`src/rtl/xfer_track_pkg.sv`:
```
package xfer_track_pkg;

    typedef enum logic {
        DIR_TX = 1'b0,
        DIR_RX = 1'b1
    } xfer_dir_e;

    // Classification of one packet event against the current transfer.
    typedef struct packed {
        logic ovf;      // byte count larger than remaining
        logic iso_err;  // isochronous receive failure
        logic stall;    // endpoint halted
        logic err;      // any of the above
        logic finish;   // clean packet that ends the transfer
    } pkt_verdict_t;

endpackage

```
`src/rtl/xfer_pkt_judge.sv`:
```
module xfer_pkt_judge
    import xfer_track_pkg::*;
#(
    parameter int CNT_W = 16,
    parameter int PKT_W = 11
) (
    input  logic [CNT_W-1:0] remain_i,
    input  xfer_dir_e        dir_i,
    input  logic [PKT_W-1:0] bytes_i,
    input  logic             short_i,
    input  logic             iso_i,
    input  logic             iso_err_i,
    input  logic             fulfill_err_i,
    input  logic             stall_i,
    output pkt_verdict_t     verdict_o,
    output logic [CNT_W-1:0] remain_next_o
);

    localparam int W = (CNT_W > PKT_W) ? CNT_W : PKT_W;

    logic [W-1:0] rem_w;
    logic [W-1:0] byt_w;
    logic [W-1:0] diff_w;

    always_comb begin
        rem_w = '0;
        byt_w = '0;
        rem_w[CNT_W-1:0] = remain_i;
        byt_w[PKT_W-1:0] = bytes_i;
        diff_w = rem_w - byt_w;
        remain_next_o = diff_w[CNT_W-1:0];

        verdict_o.ovf     = (byt_w > rem_w);
        verdict_o.iso_err = (dir_i == DIR_RX) && iso_i && (iso_err_i || fulfill_err_i);
        verdict_o.stall   = stall_i;
        verdict_o.err     = verdict_o.ovf || verdict_o.iso_err || verdict_o.stall;
        verdict_o.finish  = !verdict_o.err &&
                            ((diff_w == '0) || ((dir_i == DIR_RX) && short_i));
    end

endmodule

```
`src/rtl/xfer_track_core.sv`:
```
module xfer_track_core
    import xfer_track_pkg::*;
#(
    parameter int CNT_W = 16
) (
    input  logic             clk,
    input  logic             rst_n,
    input  logic             start_i,
    input  logic [CNT_W-1:0] start_total_i,
    input  xfer_dir_e        start_dir_i,
    input  logic             pkt_valid_i,
    input  pkt_verdict_t     verdict_i,
    input  logic [CNT_W-1:0] remain_next_i,
    output logic [CNT_W-1:0] remain_o,
    output xfer_dir_e        dir_o,
    output logic             active_o,
    output logic             halted_o,
    output logic             xact_err_o,
    output logic             dbuf_err_o,
    output logic             done_o,
    output logic             success_o
);

    typedef struct packed {
        logic [CNT_W-1:0] remain;
        xfer_dir_e        dir;
        logic             active;
        logic             halted;
        logic             xact;
        logic             dbuf;
        logic             done;
        logic             success;
    } trk_state_t;

    trk_state_t st_d, st_q;

    always_comb begin
        st_d      = st_q;
        st_d.done = 1'b0;
        if (st_q.active && pkt_valid_i) begin
            if (verdict_i.ovf) begin
                st_d.dbuf   = 1'b1;
                st_d.remain = '0;
            end
            if (verdict_i.iso_err) st_d.xact = 1'b1;
            if (verdict_i.stall)   st_d.halted = 1'b1;
            if (verdict_i.err) begin
                st_d.active = 1'b0;
                st_d.done   = 1'b1;
            end else begin
                st_d.remain = remain_next_i;
                if (verdict_i.finish) begin
                    st_d.active = 1'b0;
                    st_d.done   = 1'b1;
                end
            end
        end else if (!st_q.active && start_i) begin
            st_d.remain  = start_total_i;
            st_d.dir     = start_dir_i;
            st_d.active  = 1'b1;
            st_d.halted  = 1'b0;
            st_d.xact    = 1'b0;
            st_d.dbuf    = 1'b0;
            st_d.success = 1'b0;
        end
        if (st_d.done) begin
            st_d.success = !(st_d.active || st_d.halted || st_d.xact || st_d.dbuf);
        end
    end

    always_ff @(posedge clk or negedge rst_n) begin
        if (!rst_n) begin
            st_q <= '{remain: '0, dir: DIR_TX, default: 1'b0};
        end else begin
            st_q <= st_d;
        end
    end

    assign remain_o   = st_q.remain;
    assign dir_o      = st_q.dir;
    assign active_o   = st_q.active;
    assign halted_o   = st_q.halted;
    assign xact_err_o = st_q.xact;
    assign dbuf_err_o = st_q.dbuf;
    assign done_o     = st_q.done;
    assign success_o  = st_q.success;

    AST_DONE_ONE_CYCLE: assert property (@(posedge clk) disable iff (!rst_n)
        st_q.done |=> !st_q.done);
    AST_DONE_IDLE: assert property (@(posedge clk) disable iff (!rst_n)
        st_q.done |-> !st_q.active);
    AST_SUCCESS_CLEAN: assert property (@(posedge clk) disable iff (!rst_n)
        st_q.success |-> !(st_q.halted || st_q.xact || st_q.dbuf || st_q.active));
    AST_START_IGNORED: assert property (@(posedge clk) disable iff (!rst_n)
        (st_q.active && start_i && !pkt_valid_i) |=> ($stable(st_q.remain) && $stable(st_q.dir)));
    AST_REMAIN_NONRISING: assert property (@(posedge clk) disable iff (!rst_n)
        st_q.active |=> (st_q.remain <= $past(st_q.remain)));
    AST_TX_DONE_ZERO: assert property (@(posedge clk) disable iff (!rst_n)
        (st_q.done && st_q.success && st_q.dir == DIR_TX) |-> (st_q.remain == '0));
    AST_OVF_ZERO: assert property (@(posedge clk) disable iff (!rst_n)
        $rose(st_q.dbuf) |-> (st_q.remain == '0));
    AST_TX_NO_XACT: assert property (@(posedge clk) disable iff (!rst_n)
        (st_q.dir == DIR_TX) |-> !st_q.xact);
    AST_IDLE_PKT_QUIET: assert property (@(posedge clk) disable iff (!rst_n)
        (!st_q.active && !start_i) |=> ($stable(st_q.remain) && !st_q.active && !st_q.done));

endmodule

```
`src/rtl/xfer_track.sv`:
```
module xfer_track
    import xfer_track_pkg::*;
#(
    parameter int CNT_W = 16,
    parameter int PKT_W = 11
) (
    input  logic             clk,
    input  logic             rst_n,
    input  logic             start_i,
    input  logic [CNT_W-1:0] start_total_i,
    input  logic             start_dir_i,
    input  logic             pkt_valid_i,
    input  logic [PKT_W-1:0] pkt_bytes_i,
    input  logic             pkt_short_i,
    input  logic             pkt_iso_i,
    input  logic             pkt_iso_err_i,
    input  logic             pkt_fulfill_err_i,
    input  logic             pkt_stall_i,
    output logic [CNT_W-1:0] remain_o,
    output logic             active_o,
    output logic             halted_o,
    output logic             xact_err_o,
    output logic             dbuf_err_o,
    output logic             done_o,
    output logic             success_o
);

    pkt_verdict_t     verdict;
    logic [CNT_W-1:0] remain_next;
    xfer_dir_e        cur_dir;
    xfer_dir_e        new_dir;

    assign new_dir = xfer_dir_e'(start_dir_i);

    xfer_pkt_judge #(
        .CNT_W (CNT_W),
        .PKT_W (PKT_W)
    ) u_judge (
        .remain_i      (remain_o),
        .dir_i         (cur_dir),
        .bytes_i       (pkt_bytes_i),
        .short_i       (pkt_short_i),
        .iso_i         (pkt_iso_i),
        .iso_err_i     (pkt_iso_err_i),
        .fulfill_err_i (pkt_fulfill_err_i),
        .stall_i       (pkt_stall_i),
        .verdict_o     (verdict),
        .remain_next_o (remain_next)
    );

    xfer_track_core #(
        .CNT_W (CNT_W)
    ) u_core (
        .clk           (clk),
        .rst_n         (rst_n),
        .start_i       (start_i),
        .start_total_i (start_total_i),
        .start_dir_i   (new_dir),
        .pkt_valid_i   (pkt_valid_i),
        .verdict_i     (verdict),
        .remain_next_i (remain_next),
        .remain_o      (remain_o),
        .dir_o         (cur_dir),
        .active_o      (active_o),
        .halted_o      (halted_o),
        .xact_err_o    (xact_err_o),
        .dbuf_err_o    (dbuf_err_o),
        .done_o        (done_o),
        .success_o     (success_o)
    );

endmodule

```
`config.mk`:
```
export PLATFORM = sky130hd
export DESIGN_NAME = xfer_track
export DESIGN_NICKNAME = d
export VERILOG_FILES = /design/src/rtl/xfer_track_pkg.sv /design/src/rtl/xfer_pkt_judge.sv /design/src/rtl/xfer_track_core.sv /design/src/rtl/xfer_track.sv
export SDC_FILE = /design/constraint.sdc
export NUM_CORES = 1
export LEC_CHECK = 0
export ABC_AREA = 1
export BUFFER_PORTS_ARGS = -buffer_cell sky130_fd_sc_hd__buf_4
export CAP_MARGIN = 10
export CORE_MARGIN = 5
export CORE_UTILIZATION = 55
export DETAILED_ROUTE_END_ITERATION = 16
export PLACE_DENSITY = 0.95
export SLEW_MARGIN = 20
export SYNTH_ARGS = -nofsm -noshare
export SYNTH_HDL_FRONTEND = slang
export SYNTH_SLANG_ARGS = --single-unit
```
`constraint.sdc`:
```
create_clock -name clk -period 4.05 [get_ports clk]
set_input_delay 0.2025 -clock clk [delete_from_list [all_inputs] [get_ports clk]]
set_output_delay 0.2025 -clock clk [all_outputs]
set_load 0.01 [all_outputs]
```
# After elaboration in Yosys (flattened, before gate mapping)
# Cells that the tools add are included.
word_totals:
  register_bits: 23
  inputBits: 37
  output_inout_bits: 22
  elab_cells: 51
classes:
  add_sub_neg: 1
  n_lt_le_gt_ge: 1
  eq_ne: 2
  mux: 16
  bitwise: 1
  n_reduce_logical: 22
op_table:
  columns: ["cell", "count"]
  rows:
  - ["16-bit 2-to-1 mux", 3]
  - ["21-bit 2-to-1 mux", 1]
  - ["11-bit by 16-bit > comparator with 1-bit output", 1]
  - ["16-bit logical NOT", 1]
  - ["16-bit by 11-bit subtractor with 16-bit output", 1]
  - ["1-bit 2-to-1 mux", 11]
  - ["1-bit logical OR", 7]
  - ["1-bit logical AND", 6]
  - ["2-bit AND reduction", 3]
  - ["4-bit 2-to-1 mux", 1]
  - ["2-bit nonzero test", 2]
  - ["1-bit logical NOT", 3]
  - ["3-bit by 2-bit inequality test with 1-bit output, second input constant", 1]
  - ["2-bit by 1-bit inequality test with 1-bit output, second input constant", 1]
  - ["1-bit inverter", 1]

# Logic depth before layout (Yosys ltp)
logic_depth:
  depth_word: 14
  ltp_mapped: 19
  depth_no_buf: 19

# By module
# A second synthesis with hierarchy kept.
unflattened:
  cells_unflattened: 354
  hier_area_um2: 2193.4
modules_own_cells:
  columns: ["mod", "n_inst", "cells_each", "area_per_inst_um2", "seq_area_each_um2"]
  rows:
  - ["xfer_track_core", 1, 126, 1099.8, 575.6]
  - ["xfer_pkt_judge", 1, 228, 1093.5, 0.0]

# Worst setup path after synthesis
# Ideal clock, no wire load.
synth_timing:
  path_type: "register -> register"
  startpoint: "reg u_core.st_q (netlist bit u_core.remain_o[0])"
  endpoint: "reg u_core.st_q (netlist bit u_core.remain_o[12])"
  setup_time_ps: 124
  t_arrival_ps: 2078
  required_ps: 3926
  slack_ps: 1848
  stages_incl_launch_ff: 16
  period_less_slack_ps: 2202
  path_cell_list: "dfrtp_1 -> inv_1 -> ha_1 -> inv_1 -> fa_1 -> nand3_1 -> nand2_1 -> nand3_1 -> nand4_2 -> nor2_2 -> inv_2 -> o21ai_1 -> nor2_4 -> buf_6 -> nand2_1 -> nand3_1"
synth_between:
  elab_chain_cells: 5
  elab_cells_between_ends: 8
  classes_between: "1 x add/sub; 1 x order compare; 1 x eq/ne; 2 x mux; 3 x reduce/logical"
synth_lines:
  columns: ["element", "line", "text"]
  rows:
  - ["start, declared", "xfer_track_core.sv:35", "trk_state_t st_d, st_q;"]
  - ["start signal, assigned", "xfer_track_core.sv:75", "st_q <= st_d;"]
  - ["11-bit by 16-bit > comparator with 1-bit output", "xfer_pkt_judge.sv:33", "verdict_o.ovf = (byt_w > rem_w);"]
  - ["1-bit logical OR (2 in a row)", "xfer_pkt_judge.sv:36", "verdict_o.err = verdict_o.ovf || verdict_o.iso_err || verdict_o.stall;"]
  - ["3-bit by 2-bit inequality test with 1-bit output (no line) or 16-bit 2-to-1 mux (tied branches)", null, null]
  - ["2-bit AND reduction (no line) or 16-bit 2-to-1 mux (tied branches)", null, null]
# Several ways; a longest one is shown, not always the timed one.
# A chain may end at the register's enable or synchronous reset.

# Final worst setup path
layout_timing:
  startpoint: "reg u_core.st_q (netlist bit u_core.remain_o[0])"
  endpoint: "reg u_core.st_q (netlist bit u_core.remain_o[9])"
# The elaborated chain is that of the path after synthesis.

==> metrics.cfg <==
[pwr]
ir_drop_mv=0.345
p_per_area_mw_per_mm2=708
p_leak_nw=1.47

[synthesis]
synth_cells=319
synth_compound_area_share_pct=4.49
synth_top_family_by_area=simple AND/OR/NAND/NOR gates
synth.top_cell.area_share_pct=29.1
synthMuxAreaShare_pct=0
synth_nets=368
yosys_warnings=0
synth_top_cell_by_area=dfrtp_1
synth_simple_gate_area_share_pct=46.8
yosys-top-cells-area=dfrtp_1, nand2_1, nand3_1
synth.distinct_cells=27
ys_seq_elements=23
avgSynthCellArea_sq_um=6.20
synth-xor-area-share_pct=0.443
synthAdderAreaFrac_pct=7.97
yosysSeqAreaShare_pct=29.1
syn_area_sq_mm=0.00198

[worst_setup_path]
arrival_ps=2810
end_kind=flip-flop
crit_type=flip-flop to flip-flop
cp.required_ps=4310
path_max_fanout=17
start_kind=flip-flop

[outcome]
status=finished, final reports clean

[cts]
cts_setup_buffers=0
cts.repair.resized=0
clk_path_buf_depth=2
clkLatencyLatePin_ps=320
h-tree-depth=1
clock-sinks=23
ctsHoldBuffers=1
cts.clk_slew.worst_paths_ps=130
root_buffer=clkbuf_4
cts_buffers=3
cts_tree=done

[sta]
period_needed_ps=2550
fin_hold_ws_ps=68.2
rsz0062_at_grt=no
timing_hold_violations_final=0
fin_worst_skew_ps=8.91
setup_viol=0
worst_pin_slew_ps=823
drv_slew=0
fmax_ghz=0.392
final.period_utilization_pct=63.0
relSlewSlack_pct=45.1
setup_tns_ps=0

[floorplanning]
core_area_sq_mm=0.00342
die_w_microns=70.0
dieArea_sq_mm=0.00490
io-pin-count=59
fp.dieH_microns=70.0
initial_core_util_pct=57.9
row_count=21

[run]
maxCapViolations=0

[global_routing]
antenna_found_initial=0
grt_max_degree=24
grtUsageTotal_pct=22.2
grt_pass1_vias=2095
overflow=0
grt_pass1_wl_microns=9100

[detailed_routing]
ant_nets=0
wl_per_cell_microns=12.7
viasPerCell=5.16
first_pass_iters=4
wl_microns=5420
drc=0
dr.first_iter.drc_count=175
routed-via-count=2191

[layout]
final-instance-count-excl-fill=425
num_antenna_cells=0
drive_gt1_share_pct=18.7
stdcell_area_sq_mm=0.00248
area_delta_synth_final_pct=25.4
final_nets=429

[worst_hold_path]
min_path_type=primary input to flip-flop

[placement]
port_buffers=58
placed_cell_area_sq_mm=0.00244
place_inst=420
gp_congestion=0.946
post-dp-hpwl_microns=4240

==> through the flow <==
step	worst slack, ps	utilization, %	power (W)
detailed placement	1570	71.6	0.00163
CTS	1500	72.6	0.00174
floorplan	1850	-	0.00125
global route	1250	72.6	0.00194
global placement	1710	71.6	0.00159
finish	1500	72.6	0.00176
==> state kept, by name, summed over array words and instances (netlist names) <==
name	flops
u_core.halted_o	1
u_core.done_o	1
u_core.success_o	1
u_core.active_o	1
u_core.remain_o	16
u_core.dbuf_err_o	1
u_core.xact_err_o	1
u_core.dir_o	1
==> kinds of logic after synthesis <==
group / count (synthesis)
AOI/OAI and AO/OA: 14
xor gates and xnor gates: 1
adders and majority gates: 12
buffers and inverters: 55
DFF: 23
and+or+nand+nor: 214
==> placed cells by master, fill, tap and decap left out <==
cell / synthesis / routed
a21boi_2: 1 / 1
a21oi_1: 6 / 6
a22oi_1: 3 / 3
buf_4: 0 / 58
clkbuf_1: 1 / 1
clkbuf_4: 0 / 3
dfrtp_1: 23 / 23
dlygate4sd3_1: 0 / 1
fa_1: 1 / 1
ha_1: 11 / 11
inv_1: 51 / 51
inv_2: 1 / 1
nand2_1: 130 / 130
nand2_2: 1 / 1
nand2_4: 1 / 1
nand3_1: 40 / 40
nand3b_1: 5 / 5
nand4_1: 1 / 1
nand4_2: 1 / 1
nor2_1: 25 / 25
nor2_2: 3 / 3
nor2_4: 2 / 2
nor3_1: 3 / 3
nor3b_1: 1 / 1
o211a_1: 1 / 1
o21ai_0: 2 / 2
o21ai_1: 1 / 1
or2_0: 1 / 1
xor2_1: 1 / 1
==> routing by layer <==
layer / global-route usage, % / up-vias / share of wire [%]
met1: 29.3 / 995 / 44
met3: 3.44 / 6 / 6.2
met2: 38.1 / 75 / 49
met4: 4.89 / 0 / 0.92
met5: 0 / - / 0
li1: - / 1115 / -
==> synthesized netlist by cell type <==
master	count
o211a_1	1
buf_6	2
nor3_1	3
clkbuf_1	1
nor3b_1	1
a22oi_1	3
inv_2	1
nor2_4	2
nand3_1	40
nand2_1	130
fa_1	1
dfrtp_1	23
a21boi_2	1
inv_1	51
xor2_1	1
or2_0	1
nand4_2	1
a21oi_1	6
o21ai_0	2
nand3b_1	5
nor2_1	25
o21ai_1	1
ha_1	11
nand2_2	1
nor2_2	3
nand4_1	1
nand2_4	1
==> final timing paths <==
check,startpoint,endpoint,slack (ps),cells after the start
max,u_core.remain_o[0],u_core.remain_o[9],1500,15
min,start_dir_i,u_core.dir_o,70,3
max reg2reg,u_core.remain_o[0],u_core.remain_o[9],1500,15
min reg2reg,u_core.dir_o,u_core.dir_o,530,2
max in group asynchronous,rst_n,u_core.remain_o[14],3500,2
min in group asynchronous,rst_n,u_core.remain_o[4],300,2
==> power breakdown <==
part	switching [W]	leakage (nW)	internal [W]	total [W]
Combinational	0.000719	1.17	0.000477	0.00120
Clock	0.0000713	0.0150	0.0000386	0.000110
Sequential	0.000117	0.286	0.000335	0.000451
Total	0.000907	1.47	0.000850	0.00176
==> final cells by class <==
cell class	instances	area, sq um
fill	299	935
inverter	52	195
tap	46	57.6
sequential	23	576
multi-input combinational	241	1180
timing repair buffer	59	445
clock buffer	4	26.3
==> critical path: stages (launching register included) <==
cell     delay (ps)
dfrtp_1         420
inv_1            70
ha_1            130
inv_1            70
fa_1            420
nand3_1         130
nand2_1         100
nand3_1         130
nand4_2         110
nor2_2          110
inv_2            60
nand2_4          70
nor2_4           90
nor2_4          370
nand2_1         110
nand3_1          80
Power figures use the tool's default switching activity.
